### src/rtl/rxq_pkg.sv
`timescale 1ns/1ps
package rxq_pkg;

    typedef enum logic [1:0] {
        TMR_EMPTY = 2'd0,
        TMR_COUNT = 2'd1,
        TMR_FIRED = 2'd2
    } tmr_state_e;

    typedef enum logic {
        SR_IDLE = 1'b0,
        SR_HOLD = 1'b1
    } sr_state_e;

    // Data-ready threshold for a given select code and queue depth.
    function automatic int trig_threshold(input logic [1:0] sel, input int depth);
        int thr;
        unique case (sel)
            2'd0:    thr = 1;
            2'd1:    thr = depth / 4;
            2'd2:    thr = depth / 2;
            default: thr = depth - 2;
        endcase
        return thr;
    endfunction

endpackage

### src/rtl/rxq_store.sv
`timescale 1ns/1ps
module rxq_store #(
    parameter int DEPTH = 16,
    parameter int DW    = 8,
    parameter int CW    = $clog2(DEPTH) + 1
) (
    input  logic          clk,
    input  logic          rst_n,
    input  logic          flush_i,
    input  logic          wr_i,
    input  logic [DW-1:0] wr_data_i,
    input  logic          rd_i,
    output logic [DW-1:0] rd_data_o,
    output logic [CW-1:0] level_o,
    output logic          full_o,
    output logic          empty_o,
    output logic          wr_acc_o,
    output logic          rd_acc_o
);
    localparam int            PW       = $clog2(DEPTH);
    localparam logic [CW-1:0] FULL_CNT = CW'(DEPTH);

    logic [DW-1:0] mem [DEPTH];
    logic [PW-1:0] wr_ptr;
    logic [PW-1:0] rd_ptr;
    logic [CW-1:0] count;

    always_comb begin
        full_o   = (count == FULL_CNT);
        empty_o  = (count == '0);
        wr_acc_o = wr_i && !flush_i && !full_o;
        rd_acc_o = rd_i && !flush_i && !empty_o;
        level_o  = count;
        rd_data_o = empty_o ? '0 : mem[rd_ptr];
    end

    // One write-enabled register per entry.
    for (genvar g = 0; g < DEPTH; g++) begin : g_entry
        always_ff @(posedge clk) begin
            if (wr_acc_o && (wr_ptr == PW'(g))) begin
                mem[g] <= wr_data_i;
            end
        end
    end

    always_ff @(posedge clk or negedge rst_n) begin
        if (!rst_n) begin
            wr_ptr <= '0;
            rd_ptr <= '0;
            count  <= '0;
        end else if (flush_i) begin
            wr_ptr <= '0;
            rd_ptr <= '0;
            count  <= '0;
        end else begin
            if (wr_acc_o) wr_ptr <= wr_ptr + 1'b1;
            if (rd_acc_o) rd_ptr <= rd_ptr + 1'b1;
            unique case ({wr_acc_o, rd_acc_o})
                2'b10:   count <= count + 1'b1;
                2'b01:   count <= count - 1'b1;
                default: count <= count;
            endcase
        end
    end

endmodule

### src/rtl/rxq_idle_timer.sv
`timescale 1ns/1ps
module rxq_idle_timer #(
    parameter int TOW = 9
) (
    input  logic           clk,
    input  logic           rst_n,
    input  logic           flush_i,
    input  logic           active_i,
    input  logic           pop_i,
    input  logic           has_data_i,
    input  logic           tick_i,
    input  logic [TOW-1:0] limit_i,
    output logic           fired_o
);
    import rxq_pkg::*;

    tmr_state_e     state, state_nxt;
    logic [TOW-1:0] idle_cnt;
    logic           limit_on;
    logic           limit_hit;

    always_comb begin
        limit_on  = (limit_i != '0);
        limit_hit = limit_on && tick_i && !active_i && (idle_cnt >= limit_i);
    end

    always_ff @(posedge clk or negedge rst_n) begin
        if (!rst_n) state <= TMR_EMPTY;
        else        state <= state_nxt;
    end

    always_comb begin
        state_nxt = state;
        if (flush_i) begin
            state_nxt = TMR_EMPTY;
        end else begin
            unique case (state)
                TMR_EMPTY: if (has_data_i) state_nxt = TMR_COUNT;
                TMR_COUNT: begin
                    if (!has_data_i && !active_i) state_nxt = TMR_EMPTY;
                    else if (limit_hit)           state_nxt = TMR_FIRED;
                end
                TMR_FIRED: if (pop_i) state_nxt = TMR_COUNT;
                default:   state_nxt = TMR_EMPTY;
            endcase
        end
    end

    always_ff @(posedge clk or negedge rst_n) begin
        if (!rst_n) begin
            idle_cnt <= '0;
        end else if (flush_i || (state != TMR_COUNT) || active_i) begin
            idle_cnt <= '0;
        end else if (tick_i && limit_on && !limit_hit) begin
            idle_cnt <= idle_cnt + 1'b1;
        end
    end

    always_comb begin
        fired_o = (state == TMR_FIRED);
    end

endmodule

### src/rtl/rxq_soft_reset.sv
`timescale 1ns/1ps
module rxq_soft_reset #(
    parameter int HOLD_CYC = 3
) (
    input  logic clk,
    input  logic rst_n,
    input  logic req_i,
    output logic busy_o
);
    import rxq_pkg::*;

    localparam int HW = $clog2(HOLD_CYC + 1);

    sr_state_e     state, state_nxt;
    logic [HW-1:0] hold_cnt;

    always_ff @(posedge clk or negedge rst_n) begin
        if (!rst_n) state <= SR_IDLE;
        else        state <= state_nxt;
    end

    always_comb begin
        state_nxt = state;
        unique case (state)
            SR_IDLE: if (req_i) state_nxt = SR_HOLD;
            SR_HOLD: if (hold_cnt == '0) state_nxt = SR_IDLE;
            default: state_nxt = SR_IDLE;
        endcase
    end

    always_ff @(posedge clk or negedge rst_n) begin
        if (!rst_n) begin
            hold_cnt <= '0;
        end else if (state == SR_IDLE) begin
            if (req_i) hold_cnt <= HW'(HOLD_CYC - 1);
        end else if (hold_cnt != '0) begin
            hold_cnt <= hold_cnt - 1'b1;
        end
    end

    always_comb begin
        busy_o = (state == SR_HOLD);
    end

endmodule

### src/rtl/rxq_timeout_fifo.sv
`timescale 1ns/1ps
module rxq_timeout_fifo #(
    parameter int DEPTH    = 16,
    parameter int DW       = 8,
    parameter int TOW      = 9,
    parameter int SRST_CYC = 3,
    parameter int CW       = $clog2(DEPTH) + 1
) (
    input  logic           clk,
    input  logic           rst_n,
    input  logic           push_i,
    input  logic [DW-1:0]  push_data_i,
    input  logic           pop_i,
    output logic [DW-1:0]  pop_data_o,
    input  logic           baud_tick_i,
    input  logic [1:0]     trig_sel_i,
    input  logic [TOW-1:0] to_limit_i,
    input  logic           ovf_clr_i,
    input  logic           srst_req_i,
    output logic [CW-1:0]  level_o,
    output logic           empty_o,
    output logic           full_o,
    output logic           ovf_o,
    output logic           avail_o,
    output logic           timeout_o,
    output logic           srst_busy_o
);
    logic          flush;
    logic          wr_acc;
    logic          rd_acc;
    logic [CW-1:0] thr_lvl;
    logic          ovf_q;

    rxq_soft_reset #(.HOLD_CYC(SRST_CYC)) u_srst (
        .clk    (clk),
        .rst_n  (rst_n),
        .req_i  (srst_req_i),
        .busy_o (flush)
    );

    rxq_store #(.DEPTH(DEPTH), .DW(DW), .CW(CW)) u_store (
        .clk       (clk),
        .rst_n     (rst_n),
        .flush_i   (flush),
        .wr_i      (push_i),
        .wr_data_i (push_data_i),
        .rd_i      (pop_i),
        .rd_data_o (pop_data_o),
        .level_o   (level_o),
        .full_o    (full_o),
        .empty_o   (empty_o),
        .wr_acc_o  (wr_acc),
        .rd_acc_o  (rd_acc)
    );

    rxq_idle_timer #(.TOW(TOW)) u_timer (
        .clk        (clk),
        .rst_n      (rst_n),
        .flush_i    (flush),
        .active_i   (wr_acc || rd_acc),
        .pop_i      (rd_acc),
        .has_data_i (!empty_o),
        .tick_i     (baud_tick_i),
        .limit_i    (to_limit_i),
        .fired_o    (timeout_o)
    );

    // Sticky overflow: a dropped byte wins over a same-cycle clear.
    always_ff @(posedge clk or negedge rst_n) begin
        if (!rst_n)                  ovf_q <= 1'b0;
        else if (flush)              ovf_q <= 1'b0;
        else if (push_i && full_o)   ovf_q <= 1'b1;
        else if (ovf_clr_i)          ovf_q <= 1'b0;
    end

    always_comb begin
        thr_lvl     = CW'(rxq_pkg::trig_threshold(trig_sel_i, DEPTH));
        avail_o     = (level_o >= thr_lvl);
        ovf_o       = ovf_q;
        srst_busy_o = flush;
    end

endmodule

### config.mk
export PLATFORM = sky130hd
export DESIGN_NAME = rxq_timeout_fifo
export DESIGN_NICKNAME = d
export VERILOG_FILES = /design/src/rtl/rxq_pkg.sv /design/src/rtl/rxq_store.sv /design/src/rtl/rxq_idle_timer.sv /design/src/rtl/rxq_soft_reset.sv /design/src/rtl/rxq_timeout_fifo.sv
export SDC_FILE = /design/constraint.sdc
export NUM_CORES = 1
export LEC_CHECK = 0
export ABC_CLOCK_PERIOD_IN_PS = 3900
export BUFFER_PORTS_ARGS = -buffer_cell sky130_fd_sc_hd__buf_2
export CELL_PAD_IN_SITES_DETAIL_PLACEMENT = 2
export CELL_PAD_IN_SITES_GLOBAL_PLACEMENT = 2
export CORE_ASPECT_RATIO = 1.25
export CORE_MARGIN = 5
export CORE_UTILIZATION = 48
export DETAILED_ROUTE_END_ITERATION = 10
export PLACE_DENSITY = 0.93
export SLEW_MARGIN = 5
export SYNTH_ARGS = -nofsm -noshare
export SYNTH_HDL_FRONTEND = slang
export SYNTH_SLANG_ARGS = --single-unit
### constraint.sdc
create_clock -name clk -period 3.9 [get_ports clk]
set_input_delay 0.195 -clock clk [delete_from_list [all_inputs] [get_ports clk]]
set_output_delay 0.195 -clock clk [all_outputs]
set_load 0.01 [all_outputs]
After elaboration in Yosys (flattened, before gate mapping) --
Memory sizes are Yosys's and may differ from the RTL's. Cells that the tools add are included.
Cells by class: $add $sub $neg 6, bitwise gates (word level) 1, eq/ne operators 27, reduce and logical (&&, ||, !) cells 64, div/mod/pow operators 0, muxes and demuxes 102, multiply operators 0, magnitude comparators 2, shifts and indexed selects 0
Operators by type and width (number):
- two-way mux 8 bit | 16
- OR reduction 8 bit | 15
- two-way mux 4 bit | 19
- two-way mux 1 bit | 52
- equality test 4 bit (second input constant) | 8
- logical AND 1 bit | 26
- two-way mux 9 bit | 2
- equality test 4 x 3 -> 1 bit (second input constant) | 4
- two-way mux 2 bit | 8
- case mux 4 bit (3 select lines) | 1
- case mux 5 bit (2 select lines) | 1
- nonzero test 2 bit | 5
- adder 9 x 1 -> 9 bit (second input constant) | 1
- >= comparator 9 bit | 1
- nonzero test 9 bit | 1
- adder 4 x 1 -> 4 bit (second input constant) | 2
- equality test 4 x 2 -> 1 bit (second input constant) | 2
- equality test 2 x 1 -> 1 bit (second input constant) | 3
- equality test 2 bit (second input constant) | 3
- zero test 2 bit | 3
- case mux 2 bit (3 select lines) | 1
- nonzero test 3 bit | 2
- adder 5 x 1 -> 5 bit (second input constant) | 1
- equality test 5 bit (second input constant) | 1
- other kinds (18) | 24
Word-level totals: output and inout port bits 19, bits in read-only memories 0, bits in latches 0, register bits 28, memories 1, RAM bits 128
Memory list:
- u_store.mem | words 16, width 8, rd ports 1, clocked after memory_dff 0, write ports 1, line rxq_store.sv:23 | logic [DW-1:0] mem [DEPTH];

Longest topological paths before layout --
Gate-level depths: netlist of run 1.
depth in word-level cells 22, depth in mapped cells 10

Cells and area by module --
A second synthesis of run 1 with hierarchy kept.
Unflattened totals: cell total of the unflattened synthesis 510, area, all modules 7211.9 um^2
Modules (own cells, without submodules):
- rxq_store | cells each 373, area each 5999.5 um^2, instances 1
- rxq_idle_timer | cells each 103, area each 904.6 um^2, instances 1
- rxq_timeout_fifo | cells each 21, area each 165.2 um^2, instances 1
- rxq_soft_reset | cells each 13, area each 142.6 um^2, instances 1

Worst setup path after synthesis of run 1 --
No wires, ideal clock.
path type register -> register, from reg u_store.count[1] (netlist: u_store.level_o[1]), to reg u_store.count[4] (netlist: u_store.level_o[4]), data required time 3.768 ns, arrival time 2.486 ns, cell stages (with the launch flop) 11, clock period less this slack 2.618 ns, setup slack 1.282 ns, path through dfrtp_1 or4_4 o21ai_4 or3_1 inv_1 ha_1 a21o_1 a21oi_1 mux2i_1 xnor2_1 nor2_1
On the way: word-level cells in the longest chain between the ends 6, elaborated cells on any way between the ends 13, classes of those cells 2 x add/sub; 3 x eq/ne; 2 x mux; 6 x reduce/logical
Ends and longest elaborated chain:
- start: declaration | line rxq_store.sv:26 | logic [CW-1:0] count;
- start signal: assignment | line rxq_store.sv:59 | 2'b10: count <= count + 1'b1;
- start signal: assignment | line rxq_store.sv:60 | 2'b01: count <= count - 1'b1;
- start signal: assignment | line rxq_store.sv:61 | default: count <= count;
- equality test 5 bit or zero test 5 bit (tied branches) | line rxq_store.sv:29, rxq_store.sv:30
- zero test 1 bit (on tied branches) | line rxq_store.sv:31, rxq_store.sv:32
- logical AND 1 bit (on tied branches) | line rxq_store.sv:31, rxq_store.sv:32
- equality test 2 x 1 -> 1 bit or equality test 2 bit (tied branches) | line rxq_store.sv:58 | unique case ({wr_acc_o, rd_acc_o})
- case mux 5 bit (2 select lines) | line rxq_store.sv:58
- two-way mux 5 bit | line rxq_store.sv:51 | end else if (flush_i) begin
Parallel ways exist; a longest one is shown, timed or not. A chain may end at the register's enable or synchronous reset.

Final worst setup path of run 1 --
from reg u_store.rd_ptr[0], to out pop_data_o[3]
On the way: word-level cells in the longest chain between the ends 2
Ends and longest elaborated chain:
- start: declaration | line rxq_store.sv:25 | logic [PW-1:0] rd_ptr;
- start signal: assignment | line rxq_store.sv:57 | if (rd_acc_o) rd_ptr <= rd_ptr + 1'b1;
- memory read (16 x 8 bit)
- two-way mux 8 bit | line rxq_store.sv:34 | rd_data_o = empty_o ? '0 : mem[rd_ptr];
- end: declaration | line rxq_timeout_fifo.sv:14 | output logic [DW-1:0] pop_data_o,
Every way passes these cells.

==> results_dict.tcl, run 1 <==
set metrics [dict create \
    synth_area_leader_cell "edfxtp_1" \
    vias_per_cell 5.92 \
    status "complete, no violations" \
    first_global_vias 4521 \
    nNetsFinal 534 \
    drive_gt1_share_pct 26.2 \
    cp_max_fo 15 \
    vias 3998 \
    ios 45 \
    die_h_um 144 \
    syn_nets 484 \
    grt_pass1_wl_um 27200 \
    synthesis.area_um2 6900 \
    dp_cells 641 \
    fin_skew_ns 0.00555 \
    gr-usage-all-layers_pct 22.9 \
    hold_violations 0 \
    antenna_found_initial 0 \
    clock_latency_ns 0.42 \
    slew_headroom_pct 15.0 \
    path_class "flop to output pin" \
    syn_area_per_cell_um2 15.9 \
    cts_tree "done" \
    drc 0 \
    ir_drop_v 0.000321 \
    grt_max_degree 35 \
    grt_overflow_total 0 \
    p_leak_nw 2.84 \
    antenna_cells 0 \
    clock_sinks 156 \
    cts.clk_slew.worst_paths_ns 0.07 \
    synth_common_cells "edfxtp_1 (128), mux4_2 (40), nor2_1 (37)" \
    hold_end "ovf_o" \
    cts_resized 0 \
    rsz0062_at_grt "false" \
    ys_warn_count 0 \
    port_buffers 44 \
    max_freq_mhz 326 \
    synth-async-reset-ratio_pct 17.9 \
    fin_crit_ns 3.07 \
    fin_util_pct 55.3 \
    yosys_register_bits 156 \
    ff2ff_setup_slack_ns 0.98 \
    hpwlAfterDp_um 12300 \
    core_area_um2 14300 \
    report.final.setup_viol 0 \
    n_fill_cell 1269 \
    timing.rr.end "u_store.level_o[4]" \
    slew_viol_final 0 \
    yosys.cell_count.top_type "edfxtp_1" \
    yosysTopAreaCellShare_pct 55.7 \
    synth-edff-count 128 \
    tightestPinTransition_ns 1.27 \
    timing.final.crit_share_pct 78.7 \
    worstPathRequired_ns 3.70 \
    reg2reg_from "u_store.level_o[1]" \
    syn_inst 434 \
    die_w_um 117 \
    worstSetupStartpointType "flop" \
    cpMostUsedCell "mux4_2" \
    seqCellArea_um2 4550 \
    drt.antenna.violating_nets 0 \
    hold_class "primary input to flop" \
    holdPathStages 4 \
    rows 49 \
    die_area_um2 16900 \
    wl_per_cell_um 26.9 \
    tns_ns 0 \
    slowest_stage "dfrtp_2" \
    hp-start "ovf_clr_i" \
    cts_root_buffer "clkbuf_16" \
    yosysUniqueCellTypes 42 \
    h-tree-depth 4 \
    numCtsBuffers 17 \
    start_util_pct 48.3 \
    cpPeakStageDelay_ns 0.65 \
    routed_wl_um 18200 \
    seq_area_frac_synth_pct 65.9 \
    ys.flop_type "edfxtp_1" \
    area_growth_pct 14.5 \
    drt-pass1-iter-count 4 \
    first_iter_violations 305 \
    end_kind "output pin" \
    gp_congestion 0.771 \
    r2r.worst_path.cells 10 \
    max_cap_viol_count 0 \
    holdWs_ns 0.0826 \
    final_cells 675 \
    multi_input_area_um2 2200 \
    crit_chain "buf_4 -> mux4_2 -> mux4_2 -> nor2b_1 -> buf_2" \
    clockBufferDepth 2 \
    power.density_nw_per_um2 558 \
    cts_setup_buffers 0 \
    cp.arrival_ns 2.88 \
    netlist_top_cells_area "edfxtp_1 (56%), mux4_2 (13%), dfrtp_1 (10%)" \
]
placed cells by master (no fill, tap or decap), drive strengths merged, types with 5 or more instances in the layout:
cell type  netlist  routed
nand4            5       5
inv             24      34
ha              23      23
a21oi           26      26
nor2b           12      12
clkbuf          11      17
nand3            5       5
xnor2            7       7
nor3             7       7
dfrtp           28      28
o21ai           11      11
buf              7      47
edfxtp         128     128
mux4            40      40
or3              7       7
nand2           24      24
nor2            37      37
where the power goes:
| part | total, mW | switching, mW | leakage, nW | internal (mW) |
|---|---|---|---|---|
| Clock | 1.62 | 0.714 | 0.283 | 0.903 |
| Sequential | 1.97 | 0.106 | 1.53 | 1.87 |
| Combinational | 0.815 | 0.463 | 1.02 | 0.352 |
| Total | 4.41 | 1.28 | 2.84 | 3.12 |
metrics by stage:
stage,area (um^2),power (mW),setup slack [ns]
2_1_floorplan,6900,2.53,1.28
3_3_place_gp,7300,2.76,1.15
3_5_place_dp,7300,2.83,0.963
4_1_cts,7900,4.45,0.754
5_1_grt,7900,4.62,0.685
6_report,7900,4.41,0.829
layout make-up:
type | instances | area share (%)
well taps | 178 | 2.82
clock buffers | 17 | 5.39
inverters | 24 | 1.14
repair buffers | 49 | 3.33
flip-flops and latches | 156 | 57.5
clock inverters | 15 | 1.90
multi-input cells | 236 | 27.9
worst max-delay path by stage:
stage / from / end / slack, ns / cells past startpoint
3_5_place_dp: u_store.level_o[1] / u_store.level_o[4] / 0.96 / 10
4_1_cts: u_store.rd_ptr[0] / pop_data_o[3] / 0.75 / 5
2_1_floorplan: u_store.level_o[1] / u_store.level_o[4] / 1.28 / 10
6_report: u_store.rd_ptr[0] / pop_data_o[3] / 0.83 / 5
5_1_grt: u_store.rd_ptr[0] / pop_data_o[3] / 0.69 / 5
3_3_place_gp: u_store.level_o[1] / u_store.level_o[4] / 1.15 / 10
sequential cells by signal, indices dropped and copies added (netlist names):
name,flops
ovf_o,1
u_srst.busy_o,1
u_srst.hold_cnt,2
u_store.level_o,5
u_store.mem,128
u_store.rd_ptr,4
u_store.wr_ptr,4
u_timer.idle_cnt,9
u_timer.state,2
critical path, delay by kind of cell, from the launching register on:
kind	cells	cell delay, ns
muxes	2	1.04
DFF	1	0.65
buffers and inverters	2	0.57
and+or+nand+nor	1	0.18
per-layer routing:
| layer | routed length, um | up-vias | track usage [%] |
|---|---|---|---|
| met5 | 0 | - | 0 |
| met4 | 355 | 0 | 7.85 |
| li1 | - | 1768 | - |
| met3 | 759 | 28 | 3.85 |
| met1 | 6990 | 2093 | 27.2 |
| met2 | 10100 | 109 | 41.7 |
timing repair:
item | in CTS | in global routing
endpoints found under the setup margin | 0 | 0
endpoints found under the hold margin | 29 | 0
hold buffers | 2 | 0
logic make-up after synthesis:
logic type                 Yosys count  share of synthesized area (%)
AOI/OAI and AO/OA                   51                           4.84
xor gates and xnor gates            11                           1.40
adders and majority gates           24                           4.46
buffers and inverters               42                           2.52
DFF                                156                           65.9
muxes                               42                           13.3
and+or+nand+nor                    108                           7.58
No activity file was read; power rests on OpenSTA's default activity.
==> run 2, diff against run 1 <==
--- a/config.mk
+++ b/config.mk
@@ -5,15 +5,15 @@
 export SDC_FILE = /design/constraint.sdc
 export NUM_CORES = 1
 export LEC_CHECK = 0
-export ABC_CLOCK_PERIOD_IN_PS = 3900
+export ABC_CLOCK_PERIOD_IN_PS = 2500
 export BUFFER_PORTS_ARGS = -buffer_cell sky130_fd_sc_hd__buf_2
 export CELL_PAD_IN_SITES_DETAIL_PLACEMENT = 2
 export CELL_PAD_IN_SITES_GLOBAL_PLACEMENT = 2
 export CORE_ASPECT_RATIO = 1.25
 export CORE_MARGIN = 5
-export CORE_UTILIZATION = 48
+export CORE_UTILIZATION = 40
 export DETAILED_ROUTE_END_ITERATION = 10
-export PLACE_DENSITY = 0.93
+export PLACE_DENSITY = 0.84
 export SLEW_MARGIN = 5
 export SYNTH_ARGS = -nofsm -noshare
 export SYNTH_HDL_FRONTEND = slang
==> constraint.sdc (replaced) <==
create_clock -name clk -period 2.5 [get_ports clk]
set_input_delay 0.125 -clock clk [delete_from_list [all_inputs] [get_ports clk]]
set_output_delay 0.125 -clock clk [all_outputs]
set_load 0.01 [all_outputs]
==> run 2 against run 1 <==
The run now ends with negative setup slack left. Wire length is 3.7% higher. Hold slack got worse by 0.062 ns. Sequential share of layout area shrank 2.8 points. Clock skew up 0.0060 ns. Non-clock buffer count grew 26. Sequential cell count is the same. Critical path type unchanged. Largest power group unchanged. Highest routed layer unchanged.
==> results_dict.tcl, run 2 (same netlist as run 1, synthesis figures left out) <==
set metrics [dict create \
    status "finished, violations left" \
    violations "negative setup slack" \
    rows 53 \
    ios 45 \
    fin_skew_ns 0.0115 \
    vias 4157 \
    worstPathRequired_ns 2.38 \
    port_buffers 44 \
    drt-pass1-iter-count 4 \
    seqCellArea_um2 4550 \
    hpwlAfterDp_um 12500 \
    worstSetupStartpointType "flop" \
    drive_gt1_share_pct 32.1 \
    slowest_stage "mux4_2" \
    cp.arrival_ns 2.49 \
    mostFrequentLayoutCell "edfxtp_1" \
    slew_viol_final 0 \
    cpPeakStageDelay_ns 0.51 \
    crit_chain "buf_6 -> clkbuf_16 -> mux4_2 -> mux4_2 -> nor2b_4 -> buf_6" \
    grt_max_degree 36 \
    clock_latency_ns 0.43 \
    gr-usage-all-layers_pct 19.9 \
    h-tree-depth 4 \
    rsz0062_at_grt "true" \
    setup_slack_ns -0.115 \
    regMostFlops "u_store.mem" \
    first_iter_violations 252 \
    first_global_vias 4859 \
    n_fill_cell 1556 \
    report.final.setup_viol 9 \
    hold_violations 0 \
    die_w_um 127 \
    drt.antenna.violating_nets 0 \
    p_leak_nw 2.98 \
    power.density_nw_per_um2 877 \
    grt_overflow_total 0 \
    fin_util_pct 49.1 \
    clockBufferDepth 2 \
    hold_class "primary input to flop" \
    path_buf_inv 3 \
    largest_reg_flops 128 \
    tightestPinTransition_ns 1.10 \
    max_cap_viol_count 0 \
    multi_input_area_um2 2260 \
    cp_max_fo 6 \
    critPathTopFamily "multiplexers" \
    area_growth_pct 20.3 \
    ir_drop_v 0.000580 \
    vias_per_cell 5.59 \
    pre_cts_slack_ns -0.0297 \
    path_class "flop to output pin" \
    antenna_found_initial 0 \
    antenna_cells 0 \
    die_area_um2 20000 \
    numCtsBuffers 17 \
    cts.clk_slew.worst_paths_ns 0.06 \
    layout_common_cells "edfxtp_1 (128), mux4_2 (40), buf_2 (40)" \
    nNetsFinal 560 \
    drc 0 \
    cts_root_buffer "clkbuf_16" \
    fin_crit_ns 2.61 \
    gp_congestion 0.815 \
    max_freq_mhz 382 \
    slew_headroom_pct 26.3 \
    start_util_pct 40.8 \
    end_kind "output pin" \
    die_h_um 157 \
    wl_per_cell_um 25.4 \
    grt_pass1_wl_um 28900 \
    core_area_um2 16900 \
    routed_wl_um 18800 \
    timing.final.crit_share_pct 105 \
    total_power_mw 7.28 \
    cts_tree "done" \
    clock_sinks 156 \
]
## run 2: cell types whose count changed in the layout (fill, tap and decap cells not counted), sizes merged
cell,delta
clkinv,+1
buf,+24
dlygate4sd3,+1
bufinv,+1
clkbuf,+5
inv,-6
## run 2: cell type report
cell class / count / area share, %
timing repair buffer: 75 / 6.67
sequential: 156 / 54.8
tap: 220 / 3.31
clock inverter: 11 / 1.64
clock buffer: 21 / 5.30
multi-input combinational: 236 / 27.2
inverter: 24 / 1.08
## run 2: worst paths after layout
| check | from | endpoint | slack, ns | depth (start not counted) |
|---|---|---|---|---|
| max in group asynchronous | rst_n | u_store.rd_ptr[0] | 1.69 | 2 |
| worst max register to register | u_store.level_o[1] | u_store.level_o[4] | 0 | 10 |
| min in group asynchronous | rst_n | u_store.level_o[0] | 0.30 | 2 |
| worst max-delay path | u_store.rd_ptr[0] | pop_data_o[5] | -0.11 | 6 |
| worst min register to register | u_srst.hold_cnt[1] | u_srst.hold_cnt[1] | 0.59 | 2 |
| worst min-delay path | push_i | ovf_o | 0.02 | 3 |
## run 2: per-stage QoR
stage | cell area (um^2) | std cells | setup TNS, ns | hold slack (ns)
floorplan | 6920 | 434 | 0 | -0.171
global placement | 7520 | 701 | 0 | 0.195
detailed placement | 7520 | 701 | -0.258 | 0.217
CTS | 8220 | 742 | -1.32 | 0.00344
global route | 8300 | 743 | -1.52 | 0.00949
finish | 8300 | 743 | -0.703 | 0.0202
## run 2: timing repair
item | CTS | global route
setup endpoints to repair | 19 | 61
pin swaps | 0 | 5
gates resized for setup | 6 | 25
setup buffers | 4 | 3
hold buffers | 3 | 0
hold endpoints to repair | 30 | 0
cloned | 2 | 1
## run 2: layer usage
metal	wire, um	track usage [%]	vias up
li1	-	-	1820
met1	7120	22.1	2201
met2	10800	37.2	121
met3	773	5.19	15
met4	192	5.72	0
met5	0	0	-
## run 2: power by group
group / internal (mW) / total, mW / switching (mW) / leakage [nW]
clock: 1.49 / 2.56 / 1.07 / 0.279
combinational: 0.792 / 1.72 / 0.925 / 1.18
sequential: 2.92 / 3.00 / 0.0885 / 1.53
total: 5.20 / 7.28 / 2.08 / 2.98
## run 2: tightest hold or removal path: stages
cell	delay, ns
buf_2	0.12
a21oi_1	0.07
nor2_1	0.08
==> run 3, diff against run 2 <==
--- a/config.mk
+++ b/config.mk
@@ -5,15 +5,17 @@
 export SDC_FILE = /design/constraint.sdc
 export NUM_CORES = 1
 export LEC_CHECK = 0
+export ABC_AREA = 1
 export ABC_CLOCK_PERIOD_IN_PS = 2500
 export BUFFER_PORTS_ARGS = -buffer_cell sky130_fd_sc_hd__buf_2
 export CELL_PAD_IN_SITES_DETAIL_PLACEMENT = 2
 export CELL_PAD_IN_SITES_GLOBAL_PLACEMENT = 2
 export CORE_ASPECT_RATIO = 1.25
 export CORE_MARGIN = 5
-export CORE_UTILIZATION = 40
+export CORE_UTILIZATION = 36
 export DETAILED_ROUTE_END_ITERATION = 10
 export PLACE_DENSITY = 0.84
+export RECOVER_POWER = 25
 export SLEW_MARGIN = 5
 export SYNTH_ARGS = -nofsm -noshare
 export SYNTH_HDL_FRONTEND = slang
==> run 3 against run 2 <==
The run now ends clean. Setup slack better by 0.23 ns. Via count rose by 34%. Cell count up 38%. Cell area is 2.7% higher. Wire length up 29%. Area after synthesis rose by 4.8%. Hold slack improved by 0.039 ns. Critical path type unchanged. Largest power group unchanged.
==> results_dict.tcl, run 3 <==
set metrics [dict create \
    grt_overflow_total 0 \
    power.internal_mw 5.36 \
    die_area_um2 23000 \
    synth_common_cells "edfxtp_1 (128), nand2_1 (124), nor2_1 (88)" \
    max_freq_mhz 420 \
    vias_per_cell 5.42 \
    drive_gt1_share_pct 15.9 \
    worstPathRequired_ns 2.38 \
    fin_skew_ns 0.00666 \
    hpwlAfterDp_um 15100 \
    p_switching_mw 3.04 \
    ios 45 \
    n_fill_cell 2069 \
    antenna_found_initial 1 \
    synthesis.area_um2 7230 \
    fin_crit_ns 2.38 \
    cts_tree "done" \
    yosysUniqueCellTypes 38 \
    ys_warn_count 0 \
    slew_headroom_pct 45.1 \
    hold_class "primary input to flop" \
    slowest_stage "dfrtp_2" \
    report.final.setup_viol 0 \
    synth-edff-count 128 \
    tightestPinTransition_ns 0.824 \
    area_growth_pct 17.9 \
    p_comb_share_pct 30.4 \
    p_leak_nw 3.45 \
    dpl_cell_area_um2 7860 \
    power.density_nw_per_um2 985 \
    seq_area_frac_synth_pct 62.8 \
    port_buffers 44 \
    first_global_vias 6362 \
    first_iter_violations 427 \
    synth-async-reset-ratio_pct 17.9 \
    gp_congestion 0.808 \
    rsz0062_at_grt "false" \
    end_kind "output pin" \
    die_w_um 137 \
    cpPeakStageDelay_ns 0.42 \
    reg2reg_from "u_store.level_o[1]" \
    drc 0 \
    crit_chain "inv_1 -> buf_4 -> nand2_1 -> nand3_1 -> nand2_1 -> a21oi_1 -> o31ai_1 -> a21oi_1 -> buf_2" \
    holdPathStages 3 \
    gr-usage-all-layers_pct 21.8 \
    clockBufferDepth 2 \
    ir_drop_v 0.000703 \
    finalInstanceArea_um2 8530 \
    wl_per_cell_um 23.6 \
    worstSetupStartpointType "flop" \
    cp_max_fo 14 \
    core_area_um2 20000 \
    timing.rr.end "u_store.level_o[4]" \
    ys.flop_type "edfxtp_1" \
    synth_area_leader_cell "edfxtp_1" \
    syn_area_per_cell_um2 10.7 \
    vias 5562 \
    tns_ns 0 \
    clock_latency_ns 0.44 \
    cts_root_buffer "clkbuf_16" \
    start_util_pct 36.2 \
    h-tree-depth 4 \
    layout_common_cells "edfxtp_1 (128), nand2_1 (124), nor2_1 (88)" \
    die_h_um 168 \
    cts.clk_slew.worst_paths_ns 0.07 \
    rows 58 \
    cp.arrival_ns 2.26 \
    regMostFlops "u_store.mem" \
    routed_wl_um 24300 \
    pwr-share-seq_pct 37.2 \
    syn_nets 725 \
    yosys_register_bits 156 \
    max_cap_viol_count 0 \
    nNetsFinal 793 \
    p_sw_share_pct 36.2 \
    syn_inst 675 \
    grt_pass1_wl_um 37200 \
    status "complete, no violations" \
    hp-start "pop_i" \
    path_class "flop to output pin" \
    netlist_top_cells_area "edfxtp_1 (53%), dfrtp_1 (9.7%), nand2_1 (6.4%)" \
    largest_reg_flops 128 \
    mostFrequentLayoutCell "edfxtp_1" \
    power.share.clock_pct 32.3 \
    r2r.worst_path.cells 15 \
    hold_violations 0 \
    yosys.cell_count.top_type "edfxtp_1" \
    yosysTopAreaCellShare_pct 53.1 \
    grt_max_degree 35 \
    slew_viol_final 0 \
    timing.final.crit_share_pct 95.3 \
    drt-pass1-iter-count 5 \
    hold_end "u_store.rd_ptr[2]" \
    ff2ff_setup_slack_ns 0.21 \
    clock_sinks 156 \
    numCtsBuffers 17 \
    drt.antenna.violating_nets 0 \
]
-- run 3: cell types whose count changed in the layout (fill, tap and decap cells not counted), sizes merged, moves of 8 or more --
cell / change
inv: +28
mux4: -40
nand2: +107
nand3: +42
nor2: +56
nor2b: -12
o211ai: +8
o21ai: +44
o221ai: +8
-- run 3: layout make-up --
cell class	instances	area [um^2]	area share, %
inverters	56	213	2.49
flip-flops and latches	156	4550	53.4
repair buffers	76	479	5.62
multi-input cells	436	2330	27.4
diodes	1	2.50	0.0294
clock buffers	19	443	5.20
well taps	270	338	3.96
clock inverters	13	166	1.95
-- run 3: power by group through the flow --
stage / sequential (mW) / clock, mW / combinational, mW
global placement: 3.15 / 0 / 2.27
floorplan: 3.15 / 0 / 1.59
global route: 3.15 / 2.89 / 2.79
finish: 3.13 / 2.71 / 2.56
CTS: 3.13 / 2.74 / 2.55
detailed placement: 3.17 / 0 / 2.46
-- run 3: timing repair --
item | CTS | global route
pin swaps | 1 | 0
hold buffers | 4 | 0
setup buffers | 1 | 0
gates resized for setup | 3 | 3
endpoints found under the hold margin | 30 | 0
setup endpoints to repair | 1 | 4
-- run 3: worst max-delay path by stage --
stage                            start                 end  slack [ns]  depth (start not counted)
floorplan           u_store.level_o[1]  u_store.level_o[4]        0.35                         14
global placement    u_store.level_o[1]  u_store.level_o[4]        0.21                         15
detailed placement  u_store.level_o[1]  u_store.level_o[4]        0.05                         15
CTS                  u_store.rd_ptr[0]       pop_data_o[3]        0.08                          9
global route         u_store.rd_ptr[0]       pop_data_o[3]        0.02                          8
finish               u_store.rd_ptr[0]       pop_data_o[1]        0.12                          9
-- run 3: logic make-up after synthesis --
kind of cell             after synthesis  synth area share [%]
AND/OR/NAND/NOR                      286                  17.6
flip-flops                           156                  62.8
AO/OA/AOI/OAI                        117                  9.25
buffers and inverters                 83                  4.93
adder cells (fa/ha/maj)               24                  4.26
XOR/XNOR                               8                 0.969
multiplexers                           1                 0.138
-- run 3: layer usage --
| layer | share of wire [%] | global-route usage (%) | vias up |
|---|---|---|---|
| met1 | 38 | 24.7 | 2859 |
| met5 | 0 | 0 | - |
| met3 | 4.4 | 5.02 | 50 |
| li1 | - | - | 2481 |
| met4 | 3.5 | 8.64 | 0 |
| met2 | 54 | 39.5 | 172 |
-- run 3: worst max-delay path, delay by kind of cell (launching register included) --
kind / cells / cell delay [ns]
simple gates: 3 / 0.28
flops: 1 / 0.42
compound gates: 3 / 0.55
buf+inv: 3 / 0.56
-- run 3: metrics by stage --
stage               power (mW)  setup WS (ns)  hold WS, ns  utilization (%)  cells
floorplan                 4.74          0.350       -0.171                -    675
global placement          5.41          0.214        0.191             39.4    989
detailed placement        5.63         0.0456        0.214             39.4    989
CTS                       8.42         0.0760       0.0359             42.7   1026
global route              8.84         0.0187       0.0366             42.7   1027
finish                    8.40          0.118       0.0589             42.7   1027
